[config.mk]
export PLATFORM = sky130hd
export DESIGN_NAME = dual_agu
export DESIGN_NICKNAME = d
export VERILOG_FILES = /design/src/rtl/agu_pkg.sv /design/src/rtl/agu_wrap.sv /design/src/rtl/agu_unit.sv /design/src/rtl/dual_agu.sv
export SDC_FILE = /design/constraint.sdc
export NUM_CORES = 1
export LEC_CHECK = 0
export ABC_AREA = 1
export BUFFER_PORTS_ARGS = -buffer_cell sky130_fd_sc_hd__buf_2
export CORE_UTILIZATION = 64
export CTS_CLUSTER_SIZE = 16
export DETAILED_ROUTE_END_ITERATION = 7
export PLACE_DENSITY = 0.91
export SYNTH_ARGS = -nofsm -noshare
export SYNTH_HDL_FRONTEND = slang
export SYNTH_HIERARCHICAL = 1
export SYNTH_SLANG_ARGS = --single-unit
[constraint.sdc]
create_clock -name clk -period 6.3 [get_ports clk]
set_input_delay 0.315 -clock clk [delete_from_list [all_inputs] [get_ports clk]]
set_output_delay 0.315 -clock clk [all_outputs]
set_load 0.01 [all_outputs]
[src/rtl/agu_pkg.sv]
package agu_pkg;
  typedef enum logic [1:0] {
    LK_PTR  = 2'd0,
    LK_MOD  = 2'd1,
    LK_LEN  = 2'd2,
    LK_NONE = 2'd3
  } ld_kind_e;
endpackage

[src/rtl/agu_wrap.sv]
module agu_wrap #(
  parameter int AW = 14
) (
  input  logic [AW-1:0] cur,
  input  logic [AW-1:0] step,
  input  logic [AW-1:0] base,
  input  logic [AW-1:0] len,
  output logic [AW-1:0] nxt
);
  localparam int SW = AW + 2;

  logic signed [SW-1:0] sum, lo, ln, hi, res;

  always_comb begin
    sum = $signed({2'b00, cur}) + $signed({{2{step[AW-1]}}, step});
    lo  = $signed({2'b00, base});
    ln  = $signed({2'b00, len});
    hi  = lo + ln;
    if (len == '0)     res = sum;
    else if (sum >= hi) res = sum - ln;
    else if (sum < lo)  res = sum + ln;
    else                res = sum;
    nxt = res[AW-1:0];
  end
endmodule

[src/rtl/agu_unit.sv]
module agu_unit
  import agu_pkg::*;
#(
  parameter int AW   = 14,
  parameter int NPTR = 4,
  localparam int IW  = (NPTR > 1) ? $clog2(NPTR) : 1
) (
  input  logic          clk,
  input  logic          rst,
  input  logic          ld_valid,
  input  logic [1:0]    ld_kind,
  input  logic [IW-1:0] ld_idx,
  input  logic [AW-1:0] ld_data,
  input  logic          acc_valid,
  output logic          acc_ready,
  input  logic [IW-1:0] acc_ptr,
  input  logic [IW-1:0] acc_mod,
  output logic [AW-1:0] acc_addr
);
  logic [NPTR-1:0][AW-1:0] ptr_q, step_q, len_q, base_q;
  logic [AW-1:0] nxt;
  logic          fire;
  ld_kind_e      kind;

  assign kind      = ld_kind_e'(ld_kind);
  assign acc_ready = ~ld_valid;
  assign fire      = acc_valid & acc_ready;
  assign acc_addr  = ptr_q[acc_ptr];

  agu_wrap #(.AW(AW)) u_wrap (
    .cur  (acc_addr),
    .step (step_q[acc_mod]),
    .base (base_q[acc_ptr]),
    .len  (len_q[acc_ptr]),
    .nxt  (nxt)
  );

  always_ff @(posedge clk) begin
    if (rst) begin
      ptr_q  <= '0;
      step_q <= '0;
      len_q  <= '0;
      base_q <= '0;
    end else if (ld_valid) begin
      case (kind)
        LK_PTR: begin
          ptr_q[ld_idx]  <= ld_data;
          base_q[ld_idx] <= ld_data;
        end
        LK_MOD:  step_q[ld_idx] <= ld_data;
        LK_LEN:  len_q[ld_idx]  <= ld_data;
        default: ;
      endcase
    end else if (fire) begin
      ptr_q[acc_ptr] <= nxt;
    end
  end

  // Checks
  logic [AW-1:0] step_mag;
  logic          in_win;
  assign step_mag = step_q[acc_mod][AW-1] ? (~step_q[acc_mod] + 1'b1) : step_q[acc_mod];
  assign in_win   = (acc_addr >= base_q[acc_ptr]) &&
                    ((acc_addr - base_q[acc_ptr]) < len_q[acc_ptr]) &&
                    ({1'b0, base_q[acc_ptr]} + {1'b0, len_q[acc_ptr]} <= (1 << AW));

  p_ptr_load_r2: assert property (@(posedge clk) disable iff (rst)
    (ld_valid && kind == LK_PTR) |=>
      (ptr_q[$past(ld_idx)] == $past(ld_data)) && (base_q[$past(ld_idx)] == $past(ld_data)));

  p_linear_step_r5: assert property (@(posedge clk) disable iff (rst)
    (fire && len_q[acc_ptr] == '0) |=>
      ptr_q[$past(acc_ptr)] == $past(acc_addr + step_q[acc_mod]));

  p_stay_in_window_r6: assert property (@(posedge clk) disable iff (rst)
    (fire && len_q[acc_ptr] != '0 && in_win && step_mag < len_q[acc_ptr]) |=>
      (ptr_q[$past(acc_ptr)] >= base_q[$past(acc_ptr)]) &&
      ((ptr_q[$past(acc_ptr)] - base_q[$past(acc_ptr)]) < len_q[$past(acc_ptr)]));

  p_idle_hold_r8: assert property (@(posedge clk) disable iff (rst)
    (!acc_valid && !ld_valid) |=> $stable(ptr_q));

  p_stall_hold_r8: assert property (@(posedge clk) disable iff (rst)
    (acc_valid && ld_valid && kind != LK_PTR) |=> $stable(ptr_q));
endmodule

[src/rtl/dual_agu.sv]
module dual_agu #(
  parameter int AW   = 14,
  parameter int NPTR = 4,
  localparam int IW  = (NPTR > 1) ? $clog2(NPTR) : 1,
  localparam int NU  = 2
) (
  input  logic                   clk,
  input  logic                   rst,
  input  logic [NU-1:0]          ld_valid,
  input  logic [NU-1:0][1:0]     ld_kind,
  input  logic [NU-1:0][IW-1:0]  ld_idx,
  input  logic [NU-1:0][AW-1:0]  ld_data,
  input  logic [NU-1:0]          acc_valid,
  output logic [NU-1:0]          acc_ready,
  input  logic [NU-1:0][IW-1:0]  acc_ptr,
  input  logic [NU-1:0][IW-1:0]  acc_mod,
  output logic [NU-1:0][AW-1:0]  acc_addr
);
  for (genvar g = 0; g < NU; g++) begin : g_unit
    agu_unit #(.AW(AW), .NPTR(NPTR)) u_agu (
      .clk       (clk),
      .rst       (rst),
      .ld_valid  (ld_valid[g]),
      .ld_kind   (ld_kind[g]),
      .ld_idx    (ld_idx[g]),
      .ld_data   (ld_data[g]),
      .acc_valid (acc_valid[g]),
      .acc_ready (acc_ready[g]),
      .acc_ptr   (acc_ptr[g]),
      .acc_mod   (acc_mod[g]),
      .acc_addr  (acc_addr[g])
    );
  end
endmodule

## Word level (Yosys, flattened, before mapping)

Index checks and enable logic that the tools add are counted.

| storage, ports and cells | value |
|---|---|
| flip-flop bits (word level) | 448 |
| word-level logic and storage cells | 128 |

| operators by class | value |
|---|---|
| $add $sub $neg | 8 |
| $lt $le $gt $ge | 14 |
| equal/unequal tests | 6 |
| multiplexer cells | 46 |
| bitwise operators | 4 |
| reductions and logical operators | 18 |

Operator list:

| operator | number |
|---|---|
| bitwise mux 56 bit | 10 |
| two-way mux 56 bit | 6 |
| two-way mux 14 bit | 18 |
| binary-select mux 14 bit (select 2 bit) | 8 |
| demux 14 bit (select 2 bit) | 4 |
| adder 15 x 14 -> 16 bit | 2 |
| >= comparator 16 bit | 2 |
| less-than comparator 16 x 15 -> 1 bit | 2 |
| adder 14 x 14 -> 15 bit | 2 |
| adder 14 bit | 2 |
| zero test 14 bit | 2 |
| subtractor 14 bit | 2 |
| less-than comparator 2 x 3 -> 1 bit, second input constant | 6 |
| AND reduction 2 bit | 8 |
| >= comparator 2 x 1 -> 1 bit, second input constant | 4 |
| equality test 2 x 1 -> 1 bit, second input constant | 2 |
| equality test 2 bit, second input constant | 2 |
| logical AND 1 bit | 4 |
| zero test 2 bit | 2 |
| inequality test 2 x 1 -> 1 bit, second input constant | 2 |
| nonzero test 2 bit | 2 |
| AND 1 bit | 2 |
| NOT 1 bit | 2 |

## Longest topological paths before layout

| logic depth | value |
|---|---|
| depth in word-level cells | 10 |
| mapped depth | 38 |
| depth with buffers taken out | 37 |

## Cells and area by module

The synthesis kept the hierarchy.

Modules (own cells, without submodules):

| module | times used | cells an instance | area an instance (um^2) | seq. area each (um^2) |
|---|---|---|---|---|
| agu_unit at g_unit[0].u_agu | 1 | 1558 | 10430.0 | 4484.3 |
| agu_unit at g_unit[1].u_agu | 1 | 1558 | 10428.8 | 4484.3 |
| agu_wrap at g_unit[1].u_agu.u_wrap | 1 | 658 | 3983.8 | 0.0 |
| agu_wrap at g_unit[0].u_agu.u_wrap | 1 | 658 | 3938.8 | 0.0 |

## Worst setup path after synthesis

No wires, ideal clock.

| timing path | value |
|---|---|
| path type | input to register |
| from | in acc_ptr[1] in the netlist's numbering |
| to | reg g_unit[0].u_agu/ptr_q[23] in the netlist's numbering |
| library setup time | 64 ps |
| arrival | 4871 ps |
| data required time | 6236 ps |
| path slack | 1365 ps |
| cell stages on the path | 36 |
| path through | clkbuf_1 -> nor2_1 -> buf_2 -> buf_2 -> a22oi_1 -> o211ai_1 -> ha_1 -> fa_1 -> nand3_1 -> nand2_1 -> a21oi_1 -> nor2_1 -> nor2_1 -> o21bai_1 -> a21o_1 -> a21boi_0 -> xor2_1 -> ha_1 -> inv_1 -> nor3_1 -> a211oi_1 -> nand2_1 -> nand2_1 -> nand2_1 -> o21ai_1 -> inv_1 -> nand2_1 -> nand2_4 -> nand2_2 -> clkbuf_8 -> nand3_1 -> a21oi_1 -> nand2_1 -> o21ai_0 -> nor2_1 -> nor2_1 |

| on the way | value |
|---|---|
| word-level cells in the longest chain between the ends | 10 |

RTL lines:

| what | line | text |
|---|---|---|
| start, declared | dual_agu.sv:15 | `input logic [NU-1:0][IW-1:0] acc_ptr,` |
| binary-select mux 14 bit (select 2 bit) | agu_unit.sv:28 | `assign acc_addr = ptr_q[acc_ptr];` |
| two-way mux 14 bit (implied by the code) | agu_unit.sv:28 |  |
| adder 15 x 14 -> 16 bit | agu_wrap.sv:15 | `sum = $signed({2'b00, cur}) + $signed({{2{step[AW-1]}}, step});` |
| adder 14 bit or less-than comparator 16 x 15 -> 1 bit (tied branches) | agu_wrap.sv:21 | `else if (sum < lo) res = sum + ln;` |
| two-way mux 14 bit | agu_wrap.sv:21 |  |
| two-way mux 14 bit | agu_wrap.sv:20 | `else if (sum >= hi) res = sum - ln;` |
| two-way mux 14 bit (*) | agu_wrap.sv:19 | `if (len == '0) res = sum;` |
| via g_unit[0].u_agu.nxt[9] | agu_unit.sv:21 | `logic [AW-1:0] nxt;` |
| bitwise mux 56 bit (*) | agu_unit.sv:55 | `ptr_q[acc_ptr] <= nxt;` |
| two-way mux 56 bit (*) | agu_unit.sv:54 | `end else if (fire) begin` |
| two-way mux 56 bit (*) | agu_unit.sv:44 | `end else if (ld_valid) begin` |
| end signal, assigned by index | agu_unit.sv:47 | `ptr_q[ld_idx] <= ld_data;` |
| end signal, assigned by index | agu_unit.sv:55 |  |
| end, declared | agu_unit.sv:20 | `logic [NPTR-1:0][AW-1:0] ptr_q, step_q, len_q, base_q;` |

The timed path passes the listed nets; every way through them passes the cells marked *. The select of a mux whose other input is x is not followed.
A chain may end at the register's enable or synchronous reset.

## Final worst setup path

| timing path | value |
|---|---|
| from | in acc_ptr[0] in the netlist's numbering |
| to | reg g_unit[0].u_agu/ptr_q[19] in the netlist's numbering |

The elaborated chain is that of the path after synthesis.

==> impl_metrics.tcl <==
set metrics [dict create \
    status "completed" \
    critical_path.endpoint_type "register" \
    number_of_top_level_pins 80 \
    postRouteAntennaNets 0 \
    arrival_ns 5.89 \
    post_route_cells_drive_above_1_share 0.07239 \
    synth.most_common_cell "nand2_1" \
    worst_clock_skew_ns 0.02342 \
    postSynthNetCount 4648 \
    min_delay_path_depth 3 \
    cts-hold-fix-buffers 0 \
    io_buffers 79 \
    final.period_utilization 0.8509 \
    timing.hold.ws_ns 0.1722 \
    cts.sink_count 448 \
    detailedRoute.firstPassIterationCount 6 \
    worst_setup_hold_path_clk_slew_ns 0.06 \
    syn-cell-area_mm2 0.02878 \
    synth_edf_count 0 \
    crit_slowest_cell "nor2_4" \
    synth-xor-area-share 0.02613 \
    hold_viol 0 \
    vias_after_detailed_routing 30170 \
    cts-htree-levels 2 \
    grt_overflow 0 \
    skew_pair_late_insertion_delay_ns 0.61 \
    post_synth_and_or_nand_nor_area_fraction 0.3099 \
    core_region_area_mm2 0.04432 \
    routedWlPerCell_um 18.33 \
    antennaDiodeCount 0 \
    drt_iter0_drc 4178 \
    synthDominantAreaCellType "dfxtp_1" \
    fp-row-count 77 \
    detailed_placement_wirelength_estimate_um 61370 \
    slew_viol_final 0 \
    timing.critical_path.slowest_cell_delay_ns 0.63 \
    tritoncts.num_buffers 48 \
    crit_type "in2reg" \
    cts_tree "built" \
    detailed_route_drc_error_count 0 \
    final_net_count 4557 \
    grt_max_degree 128 \
    largest_fanout_on_the_critical_path 24 \
    data_required_critical_path_ns 6.83 \
    yosys.cell_types.count 53 \
    final-setup-viol-count 0 \
    floorplan.initialDensity 0.6494 \
    vias_per_cell 6.070 \
    cts-resized-gates 0 \
    fraction_of_post_synthesis_cell_area_in_the_top_cell_type_by_area 0.3116 \
    yosysSeqAreaShare 0.3116 \
    cts_setup_buffers 0 \
    routabilityCongestion 1.003 \
    synth.top_cells.by_count "875 x nand2_1, 758 x nor2_1, 456 x o21ai_0" \
    synth_async_sr_flop_share 0 \
    path_common_cell "nand2_1" \
    post_synth_fa_ha_maj_area_fraction 0.07425 \
    yosys_register_bits 448 \
    synth.yosys.warnings 6 \
    rsz0062_at_grt "no" \
    synth.top_cells.by_area "dfxtp_1 31%, nand2_1 11%, nor2_1 9.9%" \
    die_h_um 214.1 \
    hold_path.class "in2reg" \
    fin_tns_setup_ns 0 \
    post-route-min-period_ns 5.361 \
    grt_first_pass_wirelength_um 143900 \
    filler_cell_count 3791 \
    clock-root-buffer "clkbuf_16" \
    synthCells 4432 \
    synth_compound_area_frac 0.1791 \
    max_cap_violations 0 \
    synth_flop_cell "dfxtp_1" \
    die_wd_um 214.1 \
    worst_r2r_path_depth 33 \
    power_mw 7.770 \
    timing.max_slew.rel_slack 0.2835 \
    tightest_slew_ns 1.074 \
    ctsLongestPathBuffers 3 \
    die-area_mm2 0.04582 \
    area_growth_syn_to_layout_pct 6.395 \
    track_usage 0.3857 \
    leakage_nw 14.27 \
    grt_pass1_vias 27160 \
    synth.avg_cell_area_um2 6.494 \
    total_power_density_per_cell_area_mw_per_mm2 253.7 \
    antenna_found_initial 0 \
    startpoint_type "primary input" \
    max_freq_mhz 186.5 \
    dominant_combinational_cell_family_by_area_after_synthesis "simple AND/OR/NAND/NOR gates" \
    synth.area.mux_share 0 \
    power.ir.vdd_worst_v 0.0003063 \
    wirelength_um 91100 \
]
-- report_power, final --
| part | switching [mW] | internal, mW |
|---|---|---|
| clock network | 1.22 | 1.62 |
| registers | 0.0380 | 2.91 |
| logic | 1.37 | 0.613 |
-- worst max-delay path, delay by kind of cell --
family	cells	cell delay, ns
buffers and inverters	5	0.77
xor gates and xnor gates	1	0.13
and+or+nand+nor	17	2.34
AOI/OAI and AO/OA	9	1.85
adders and majority gates	2	0.49
-- cells in the final DEF (no fill, tap or decap), types with 16 or more instances in the layout --
cell	netlist	routed
a21oi_1	194	194
a22oi_1	82	82
buf_2	67	79
buf_4	13	46
clkbuf_1	168	19
clkbuf_16	0	49
dfxtp_1	448	448
ha_1	158	158
inv_1	399	397
inv_2	20	20
nand2_1	875	874
nand2_2	35	36
nand3_1	245	245
nand3b_1	16	16
nand4_1	27	27
nor2_1	758	754
nor2_4	12	16
nor3_1	127	127
o211ai_1	58	58
o21ai_0	456	456
o21ai_1	26	26
o22ai_1	28	28
xnor2_1	19	19
xor2_1	65	65
-- per-layer routing --
metal / vias to the layer above / GRT usage / wire (um)
met5: - / 0 / 0
li1: 14270 / - / -
met4: 0 / 0.1814 / 4340
met2: 1792 / 0.5839 / 38940
met3: 340 / 0.07745 / 10900
met1: 13770 / 0.5265 / 36930
-- sequential cells by signal (all words and copies together), names as in the netlist --
register,cells
g_unit.u_agu/base_q,112
g_unit.u_agu/ptr_q,112
g_unit.u_agu/step_q,112
g_unit.u_agu/len_q,112
-- logic make-up (layout without fill, tap and decap cells) --
logic type	Yosys count	in the layout
compound gates	912	912
xor+xnor	85	85
fa+ha+maj	166	166
buf+inv	689	636
flops	448	448
simple gates	2132	2132
-- through the flow --
| step | setup slack, ns | cells | utilization | instance area [um2] |
|---|---|---|---|---|
| 2_1_floorplan | 1.365 | 4432 | - | 28780 |
| 3_3_place_gp | 0.5908 | 4883 | 0.6560 | 29070 |
| 4_1_cts | 1.095 | 4971 | 0.6910 | 30620 |
| 3_5_place_dp | 0.5611 | 4883 | 0.6560 | 29070 |
| 6_report | 0.9392 | 4971 | 0.6910 | 30620 |
| 5_1_grt | 0.4324 | 4971 | 0.6910 | 30620 |
-- cell type report --
type | count | area, um2 | area share
multi-input combinational | 3295 | 17000 | 0.5550
sequential | 448 | 8969 | 0.2929
inverter | 421 | 1585 | 0.05177
clock buffer | 72 | 1353 | 0.04417
timing repair buffer | 127 | 780.7 | 0.02550
tap | 592 | 740.7 | 0.02419
clock inverter | 16 | 198.9 | 0.006497
-- final timing paths --
| kind | startpoint | endpoint | slack [ns] |
|---|---|---|---|
| setup reg to reg | g_unit[1].u_agu/len_q[0] | g_unit[1].u_agu/ptr_q[14] | 0.99 |
| hold / removal | ld_data[14] | g_unit[1].u_agu/base_q[28] | 0.17 |
| setup / recovery | acc_ptr[0] | g_unit[0].u_agu/ptr_q[19] | 0.94 |
| hold reg to reg | g_unit[1].u_agu/len_q[55] | g_unit[1].u_agu/len_q[55] | 0.46 |
Note: power is estimated with default switching activity, not from simulation.
